### src/rtl/bitop_pkg.sv
package bitop_pkg;

  typedef enum logic [2:0] {
    BOP_TEST = 3'd0,
    BOP_TRST = 3'd1,
    BOP_TSET = 3'd2,
    BOP_SETB = 3'd3,
    BOP_CLRB = 3'd4,
    BOP_BRS  = 3'd5,
    BOP_BRC  = 3'd6,
    BOP_RSVD = 3'd7
  } bop_e;

  typedef struct packed {
    logic n;
    logic v;
    logic z;
  } nvz_t;

endpackage

### src/rtl/bitop_logic.sv
module bitop_logic
  import bitop_pkg::*;
#(
  parameter int DW = 8
) (
  input  bop_e                  op,
  input  logic [$clog2(DW)-1:0] sel,
  input  logic [DW-1:0]         acc,
  input  logic [DW-1:0]         opnd,
  input  logic                  imm,
  output logic                  wr_req,
  output logic [DW-1:0]         wr_val,
  output nvz_t                  fl_val,
  output nvz_t                  fl_en
);

  localparam int SW = $clog2(DW);

  logic [DW-1:0] mask;
  logic          z_hit;

  // one-hot decode of the selected bit
  for (genvar i = 0; i < DW; i++) begin : g_mask
    assign mask[i] = (sel == SW'(i));
  end

  assign z_hit = ~|(opnd & acc);

  always_comb begin
    fl_val.n = opnd[DW-1];
    fl_val.v = opnd[DW-2];
    fl_val.z = z_hit;
  end

  always_comb begin
    wr_req = 1'b0;
    wr_val = opnd;
    fl_en  = '0;
    case (op)
      BOP_TEST: begin
        fl_en.z = 1'b1;
        fl_en.n = ~imm;
        fl_en.v = ~imm;
      end
      BOP_TRST: begin
        wr_req  = 1'b1;
        wr_val  = opnd & ~acc;
        fl_en.z = 1'b1;
      end
      BOP_TSET: begin
        wr_req  = 1'b1;
        wr_val  = opnd | acc;
        fl_en.z = 1'b1;
      end
      BOP_SETB: begin
        wr_req = 1'b1;
        wr_val = opnd | mask;
      end
      BOP_CLRB: begin
        wr_req = 1'b1;
        wr_val = opnd & ~mask;
      end
      default: begin
        wr_req = 1'b0;
      end
    endcase
  end

endmodule

### src/rtl/bitop_branch.sv
module bitop_branch
  import bitop_pkg::*;
#(
  parameter int DW = 8,
  parameter int AW = 16,
  parameter int OW = 8
) (
  input  bop_e                  op,
  input  logic [$clog2(DW)-1:0] sel,
  input  logic [DW-1:0]         opnd,
  input  logic [OW-1:0]         ofs,
  input  logic [AW-1:0]         pc,
  output logic                  take,
  output logic [AW-1:0]         target
);

  logic          tested;
  logic [AW-1:0] ofs_ext;

  assign tested  = opnd[sel];
  assign ofs_ext = {{(AW-OW){ofs[OW-1]}}, ofs};
  assign target  = pc + ofs_ext;

  always_comb begin
    case (op)
      BOP_BRS: take = tested;
      BOP_BRC: take = ~tested;
      default: take = 1'b0;
    endcase
  end

endmodule

### src/rtl/bitop_unit.sv
module bitop_unit
  import bitop_pkg::*;
#(
  parameter int DATA_W = 8,
  parameter int PC_W   = 16,
  parameter int OFS_W  = 8
) (
  input  logic                      clk,
  input  logic                      rst_n,
  input  logic                      op_valid,
  input  logic [2:0]                op_code,
  input  logic [$clog2(DATA_W)-1:0] bit_sel,
  input  logic [DATA_W-1:0]         acc,
  input  logic [DATA_W-1:0]         operand,
  input  logic                      imm_mode,
  input  logic [OFS_W-1:0]          br_ofs,
  input  logic [PC_W-1:0]           pc_next,
  output logic                      res_valid,
  output logic                      wr_en,
  output logic [DATA_W-1:0]         wr_data,
  output logic                      flag_n,
  output logic                      flag_v,
  output logic                      flag_z,
  output logic                      upd_n,
  output logic                      upd_v,
  output logic                      upd_z,
  output logic                      br_taken,
  output logic [PC_W-1:0]           br_target
);

  // reset: asserted asynchronously, released on the clock
  logic rst_meta, rst_n_s;

  always_ff @(posedge clk or negedge rst_n) begin
    if (!rst_n) begin
      rst_meta <= 1'b0;
      rst_n_s  <= 1'b0;
    end else begin
      rst_meta <= 1'b1;
      rst_n_s  <= rst_meta;
    end
  end

  bop_e              op_e;
  logic              wr_req;
  logic [DATA_W-1:0] wr_val;
  nvz_t              fl_val, fl_en;
  logic              take;
  logic [PC_W-1:0]   target;

  assign op_e = bop_e'(op_code);

  bitop_logic #(.DW(DATA_W)) u_logic (
    .op     (op_e),
    .sel    (bit_sel),
    .acc    (acc),
    .opnd   (operand),
    .imm    (imm_mode),
    .wr_req (wr_req),
    .wr_val (wr_val),
    .fl_val (fl_val),
    .fl_en  (fl_en)
  );

  bitop_branch #(.DW(DATA_W), .AW(PC_W), .OW(OFS_W)) u_branch (
    .op     (op_e),
    .sel    (bit_sel),
    .opnd   (operand),
    .ofs    (br_ofs),
    .pc     (pc_next),
    .take   (take),
    .target (target)
  );

  // next state
  logic              valid_d, wr_en_d, br_taken_d;
  nvz_t              upd_d, flag_d;
  logic [DATA_W-1:0] wr_data_d;
  logic [PC_W-1:0]   br_target_d;

  always_comb begin
    valid_d     = op_valid;
    wr_en_d     = op_valid & wr_req;
    upd_d       = op_valid ? fl_en : '0;
    br_taken_d  = op_valid & take;
    wr_data_d   = op_valid ? wr_val : wr_data;
    flag_d      = op_valid ? fl_val : nvz_t'({flag_n, flag_v, flag_z});
    br_target_d = op_valid ? target : br_target;
  end

  // registers
  always_ff @(posedge clk or negedge rst_n_s) begin
    if (!rst_n_s) begin
      res_valid <= 1'b0;
      wr_en     <= 1'b0;
      upd_n     <= 1'b0;
      upd_v     <= 1'b0;
      upd_z     <= 1'b0;
      br_taken  <= 1'b0;
      wr_data   <= '0;
      flag_n    <= 1'b0;
      flag_v    <= 1'b0;
      flag_z    <= 1'b0;
      br_target <= '0;
    end else begin
      res_valid <= valid_d;
      wr_en     <= wr_en_d;
      upd_n     <= upd_d.n;
      upd_v     <= upd_d.v;
      upd_z     <= upd_d.z;
      br_taken  <= br_taken_d;
      wr_data   <= wr_data_d;
      flag_n    <= flag_d.n;
      flag_v    <= flag_d.v;
      flag_z    <= flag_d.z;
      br_target <= br_target_d;
    end
  end

  // checks against the port behaviour
  p_idle_r2: assert property (@(posedge clk) disable iff (!rst_n_s)
    !op_valid |=> !res_valid && !wr_en && !upd_n && !upd_v && !upd_z && !br_taken);

  p_test_nowrite_r3: assert property (@(posedge clk) disable iff (!rst_n_s)
    op_valid && op_code == 3'd0 |=> upd_z && !wr_en && !br_taken
      && (flag_z == (($past(operand) & $past(acc)) == '0)));

  p_test_imm_r4: assert property (@(posedge clk) disable iff (!rst_n_s)
    op_valid && op_code == 3'd0 && imm_mode |=> !upd_n && !upd_v);

  p_test_nv_r4: assert property (@(posedge clk) disable iff (!rst_n_s)
    op_valid && op_code == 3'd0 && !imm_mode |=> upd_n && upd_v
      && flag_n == $past(operand[DATA_W-1]) && flag_v == $past(operand[DATA_W-2]));

  p_trst_clear_r5: assert property (@(posedge clk) disable iff (!rst_n_s)
    op_valid && op_code == 3'd1 |=> wr_en && ((wr_data & $past(acc)) == '0) && !upd_n);

  p_tset_cover_r6: assert property (@(posedge clk) disable iff (!rst_n_s)
    op_valid && op_code == 3'd2 |=> wr_en && ((wr_data & $past(acc)) == $past(acc)) && !upd_v);

  p_setb_r7: assert property (@(posedge clk) disable iff (!rst_n_s)
    op_valid && op_code == 3'd3 |=> wr_en && wr_data[$past(bit_sel)] && !upd_z);

  p_clrb_r7: assert property (@(posedge clk) disable iff (!rst_n_s)
    op_valid && op_code == 3'd4 |=> wr_en && !wr_data[$past(bit_sel)] && !upd_z);

  p_branch_quiet_r8: assert property (@(posedge clk) disable iff (!rst_n_s)
    op_valid && (op_code == 3'd5 || op_code == 3'd6)
      |=> !wr_en && !upd_n && !upd_v && !upd_z);

  p_rsvd_r10: assert property (@(posedge clk) disable iff (!rst_n_s)
    op_valid && op_code == 3'd7 |=> res_valid && !wr_en && !upd_z && !br_taken);

endmodule

### config.mk
export PLATFORM = sky130hd
export DESIGN_NAME = bitop_unit
export DESIGN_NICKNAME = d
export VERILOG_FILES = /design/src/rtl/bitop_pkg.sv /design/src/rtl/bitop_logic.sv /design/src/rtl/bitop_branch.sv /design/src/rtl/bitop_unit.sv
export SDC_FILE = /design/constraint.sdc
export NUM_CORES = 1
export LEC_CHECK = 0
export BUFFER_PORTS_ARGS = -buffer_cell sky130_fd_sc_hd__buf_2
export CAP_MARGIN = 20
export CORE_MARGIN = 2
export CORE_UTILIZATION = 51
export DETAILED_ROUTE_END_ITERATION = 8
export GPL_TIMING_DRIVEN = 0
export PLACE_DENSITY = 0.81
export SLEW_MARGIN = 15
export SYNTH_ARGS = -nofsm -noshare
export SYNTH_HDL_FRONTEND = slang
export SYNTH_SLANG_ARGS = --single-unit
### constraint.sdc
create_clock -name clk -period 1.4 [get_ports clk]
set_input_delay 0.21 -clock clk [delete_from_list [all_inputs] [get_ports clk]]
set_output_delay 0.21 -clock clk [all_outputs]
set_load 0.01 [all_outputs]
# ---- Word-level counts from Yosys, hierarchy flattened
# Index checks and enable logic that the tools add are counted.
dict set report op_classes {
  add_sub_neg 1
  magnitude_cmp 1
  n_eq_ne 13
  n_mux 8
  bitwise 11
  n_reduce_logical 6
}
# cell n
set ops {}
lappend ops {{$pmux W8 S4} 1}
lappend ops {{$and A8 B8 Y8} 3}
lappend ops {{$eq A3 B3 Y1 const B} 7}
lappend ops {{$add A16 B16 Y16} 1}
lappend ops {{$not A8 Y8} 2}
lappend ops {{$or A8 B8 Y8} 2}
lappend ops {{$eq A3 B2 Y1 const B} 4}
lappend ops {{$reduce_or A8 Y1} 1}
lappend ops {{$eq A3 B1 Y1 const B} 2}
lappend ops {{$logic_not A3 Y1} 2}
lappend ops {{$lt A3 B4 Y1 const B} 1}
lappend ops {{$reduce_or A4 Y1} 1}
lappend ops {{$bmux W1 S3} 1}
lappend ops {{$mux W1} 3}
lappend ops {{$mux W3} 1}
lappend ops {{$reduce_or A3 Y1} 1}
lappend ops {{$and A1 B1 Y1} 2}
lappend ops {{$mux W2} 1}
lappend ops {{$not A1 Y1} 2}
lappend ops {{$pmux W1 S2} 1}
lappend ops {{$logic_not A1 Y1} 1}
dict set report word_totals {
  register_bits 35
  in_bits 50
}

# ---- Logic depth before layout (Yosys ltp)
dict set report logic_depth {
  ltp_word 5
  depth_mapped 8
  depth_no_buf 7
}

# ---- Hierarchy
# A second synthesis with hierarchy kept.
dict set report hier_totals {
  hier_cells 256
  hier_area_um2 2806.4
}
# mod n_inst cells_each area_each_um2 seq_area_each_um2
set modules_own_cells {}
lappend modules_own_cells {bitop_unit 1 72 1371.3 875.8}
lappend modules_own_cells {bitop_branch 1 108 825.8 0.0}
lappend modules_own_cells {bitop_logic 1 76 609.3 0.0}

# ---- Worst setup path after synthesis
# OpenSTA, ideal clock, no wires.
dict set report synth_path {
  path_kind {input to register}
  start {input br_ofs[0]}
  end {register br_target[12]}
  setup_time_ns 0.082
  t_arrival_ns 1.839
  slack_ns -0.521
  stages 7
  cell_sequence {ha_1 > fa_1 > a21oi_1 > nor3_2 > nor3b_2 > mux2_1 > a31oi_1}
}
dict set report synth_between {
  elab_chain_cells 1
}
# item line_no
set synth_rtl {}
lappend synth_rtl {{from (decl)} bitop_unit.sv:16} ;# input logic [OFS_W-1:0] br_ofs,
lappend synth_rtl {{$add A16 B16 Y16} bitop_branch.sv:22} ;# assign target = pc + ofs_ext;
lappend synth_rtl {{to (signal assigned)} bitop_unit.sv:116} ;# br_target <= br_target_d;
lappend synth_rtl {{to (decl)} bitop_unit.sv:28} ;# output logic [PC_W-1:0] br_target
# Every way passes these cells.
# A chain may end at the register's enable or synchronous reset.

# ---- Worst setup path after layout
dict set report layout_path {
  start {input pc_next[0]}
  end {register br_target[8]}
}
dict set report layout_between {
  elab_chain_cells 1
}
# item line_no
set layout_rtl {}
lappend layout_rtl {{from (decl)} bitop_unit.sv:17} ;# input logic [PC_W-1:0] pc_next,
lappend layout_rtl {{$add A16 B16 Y16} bitop_branch.sv:22}
# Every way passes these cells.

==> impl_metrics.json <==
{
  "path_class": "in -> reg",
  "antenna_cells": 0,
  "antenna_found_initial": 0,
  "min_period_ps": 1660,
  "swShare_pct": 32.0,
  "violations": "negative setup slack",
  "wl_per_cell_um": 18.0,
  "ant_nets": 0,
  "syn_nets": 341,
  "synth.area.top_cells": "dfrtp_1 (34%), ha_1 (7.5%), mux2_2 (4.9%), a21oi_1 (4.4%), nand2_1 (3.4%)",
  "dieArea_um2": 5500,
  "start_kind": "input pin",
  "synth-seq-area-share_pct": 33.9,
  "track_usage_pct": 30.2,
  "critPathTopFamily": "adder cells",
  "cts_num_sinks": 34,
  "grt_pass1_wl_um": 12700,
  "required_ps": 1580,
  "synthMuxAreaShare_pct": 8.03,
  "p_comb_share_pct": 37.5,
  "async_flop_share_pct": 100,
  "nets": 455,
  "power.leakage_nw": 1.66,
  "drtIter0Drc": 294,
  "synth_top_family_by_area": "compound AO/OA/AOI/OAI gates",
  "seq_power_share_pct": 32.5,
  "rows": 25,
  "io_buffers": 80,
  "routabilityCongestion": 0.903,
  "worstMarginPinSlew_ps": 713,
  "rr_worst_depth": 2,
  "yosys.area.top_type": "dfrtp_1",
  "ys.flop_type": "dfrtp_1",
  "switching_power_mw": 1.19,
  "synthSimpleGateAreaFrac_pct": 17.1,
  "h-tree-depth": 2,
  "cts_root_buffer": "clkbuf_8",
  "clockPowerShare_pct": 30.0,
  "drc": 0,
  "wirelength_um": 8240,
  "hold_class": "in -> reg",
  "numCtsBuffers": 5,
  "die_w_um": 74.1,
  "use_met2_pct": 47.4,
  "clk_pin_slew_ps": 70,
  "design_area_um2": 3820,
  "pin_count": 83,
  "coreArea_um2": 4720,
  "fmax_mhz": 601,
  "viasPerCell": 6.06,
  "final_cell_mix": "buf_2 (75), dfrtp_1 (33), buf_4 (25), nand2_1 (22), nor2_1 (19)",
  "path_cells": "buf_6 -> ha_4 -> fa_2 -> a21oi_4 -> nor3_4 -> nor3b_2 -> buf_4 -> xnor2_2 -> mux2_4",
  "fp.dieH_um": 74.1,
  "synth_top_area_share_pct": 33.9,
  "worstPathArrival_ps": 1840,
  "cell_internal_pwr_mw": 2.54,
  "cts_tree": "built",
  "grt-ovfl-total": 0,
  "period_share_pct": 119,
  "synth-xor-area-share_pct": 3.49,
  "initial_core_util_pct": 53.1,
  "end_kind": "register",
  "use_met1_pct": 39.5,
  "cp_max_fo": 3,
  "setup_violations": 7,
  "drive_gt1_share_pct": 49.7,
  "clk_latency_ps": 290,
  "synth_cells": 275,
  "finalHoldViolations": 0,
  "synth_compound_area_share_pct": 24.0,
  "area_growth_pct": 52.3,
  "clk_path_buf_depth": 2,
  "min_path_cells": 2,
  "synthAdderAreaFrac_pct": 8.28,
  "drv_cap": 0,
  "crit_buf_inv": 2,
  "firstDrtPassIters": 5,
  "met3_usage_pct": 6.10,
  "synth_seq_cells": 34,
  "drv_slew": 0,
  "relSlewSlack_pct": 52.5,
  "layout_commonest_cell": "buf_2",
  "finalWorstSetupSlack_ps": -263,
  "synth_cell_types": 61,
  "grt_max_degree": 33,
  "first_global_vias": 2669,
  "skew_ps": 10.2,
  "utilization_pct": 80.9,
  "dp_hpwl_um": 5400,
  "rsz0062_at_grt": "true",
  "status": "finished with violations",
  "cpMaxStageDelayCell": "fa_2",
  "vias": 2771,
  "path_depth": 9,
  "synth_edf_count": 0,
  "netlist_area_um2": 2510,
  "avgSynthCellArea_um2": 9.12,
  "slowest_delay_ps": 360,
  "power_density_nw_per_um2": 976,
  "yosys_warnings": 0,
  "busiest_layer": "met2",
  "irDropWorstVdd_uv": 885,
  "place_area_um2": 3230
}
## flip-flops by register name, summed over array words and instances, names as in the netlist
| signal | flops |
|---|---|
| br_taken | 1 |
| br_target | 16 |
| flag_n | 1 |
| flag_v | 1 |
| flag_z | 1 |
| res_valid | 1 |
| rst_meta | 1 |
| rst_n_s | 1 |
| upd_n | 1 |
| upd_z | 1 |
| wr_data | 8 |
| wr_en | 1 |
## Yosys cell counts (all sizes together), types with 2 or more instances
cell type	instances
a21o	2
a21oi	22
a221oi	4
a22oi	7
a311o	2
a31oi	4
a32oi	4
and2	5
and3	3
and4	3
buf	6
clkbuf	8
dfrtp	34
ha	15
inv	11
mux2	13
mux4	2
nand2	24
nand2b	4
nand3	11
nand4	4
nor2	19
nor2b	3
nor3	3
nor3b	2
o211ai	2
o21a	4
o21ai	15
o221ai	7
o311ai	2
o31ai	2
xnor2	8
xor2	2
## power groups by stage
stage                     combinational [mW]  sequential (mW)  clock [mW]
after floorplan                        0.645             1.29           0
after global placement                  1.09             1.23           0
after detailed placement                1.11             1.23           0
after CTS                               1.27             1.21        1.12
after global routing                    1.50             1.23        1.17
final                                   1.40             1.21        1.12
## kinds of logic (layout without fill, tap and decap cells)
family | count (synthesis) | in the layout
multiplexers | 16 | 16
flip-flops | 34 | 34
adder cells (fa/ha/maj) | 16 | 16
other | 1 | 1
XOR/XNOR | 10 | 10
AO/OA/AOI/OAI | 88 | 88
buffers and inverters | 26 | 141
AND/OR/NAND/NOR | 84 | 84
## worst register-to-register path, cell delays in order (launching register included)
cell	delay [ps]
dfrtp_1	390
a22oi_1	200
o311ai_1	120
## through the flow
stage               worst slack (ps)  total power, mW  hold slack, ps  TNS [ps]  cells
floorplan                       -333             1.94           -85.6     -1220    275
global placement                -697             2.32           -4.79     -7900    422
detailed placement              -770             2.34           -4.92     -8610    422
CTS                             -246             3.60            85.2      -788    451
global route                    -305             3.90            85.9     -1390    457
finish                          -263             3.73            88.8     -1140    457
## per-layer routing
metal	share of wire, %	vias to the layer above
met5	0	-
met4	3.3	0
met3	7.5	28
met2	47	150
met1	42	1325
li1	-	1268
## final timing paths
check | startpoint | to | slack [ps]
worst min-delay path | imm_mode | upd_n$_DFF_PN0_ | 90
max in group asynchronous | rst_n_s$_DFF_PN0_ | upd_z$_DFF_PN0_ | 600
worst min register to register | rst_n_s$_DFF_PN0_ | br_target[0]$_DFFE_PN0P_ | 330
worst max register to register | br_target[10]$_DFFE_PN0P_ | br_target[10]$_DFFE_PN0P_ | 570
min in group asynchronous | rst_n | rst_n_s$_DFF_PN0_ | 220
worst max-delay path | pc_next[0] | br_target[8]$_DFFE_PN0P_ | -260
## final cells by class
class,instances,area (um^2)
multi-input combinational,215,1950
clock inverter,3,68.8
inverter,12,45.0
sequential,34,852
timing repair buffer,110,693
clock buffer,5,68.8
buffer,11,56.3
tap,67,83.8
fill,264,902
## what timing repair did
item | in CTS | in global routing
gates resized for setup | 33 | 24
pin swaps | 27 | 16
setup endpoints to repair | 15 | 11
buffers inserted | 23 | 6
hold buffers | 1 | 0
endpoints found under the hold margin | 2 | 0
Power figures use the tool's default switching activity.
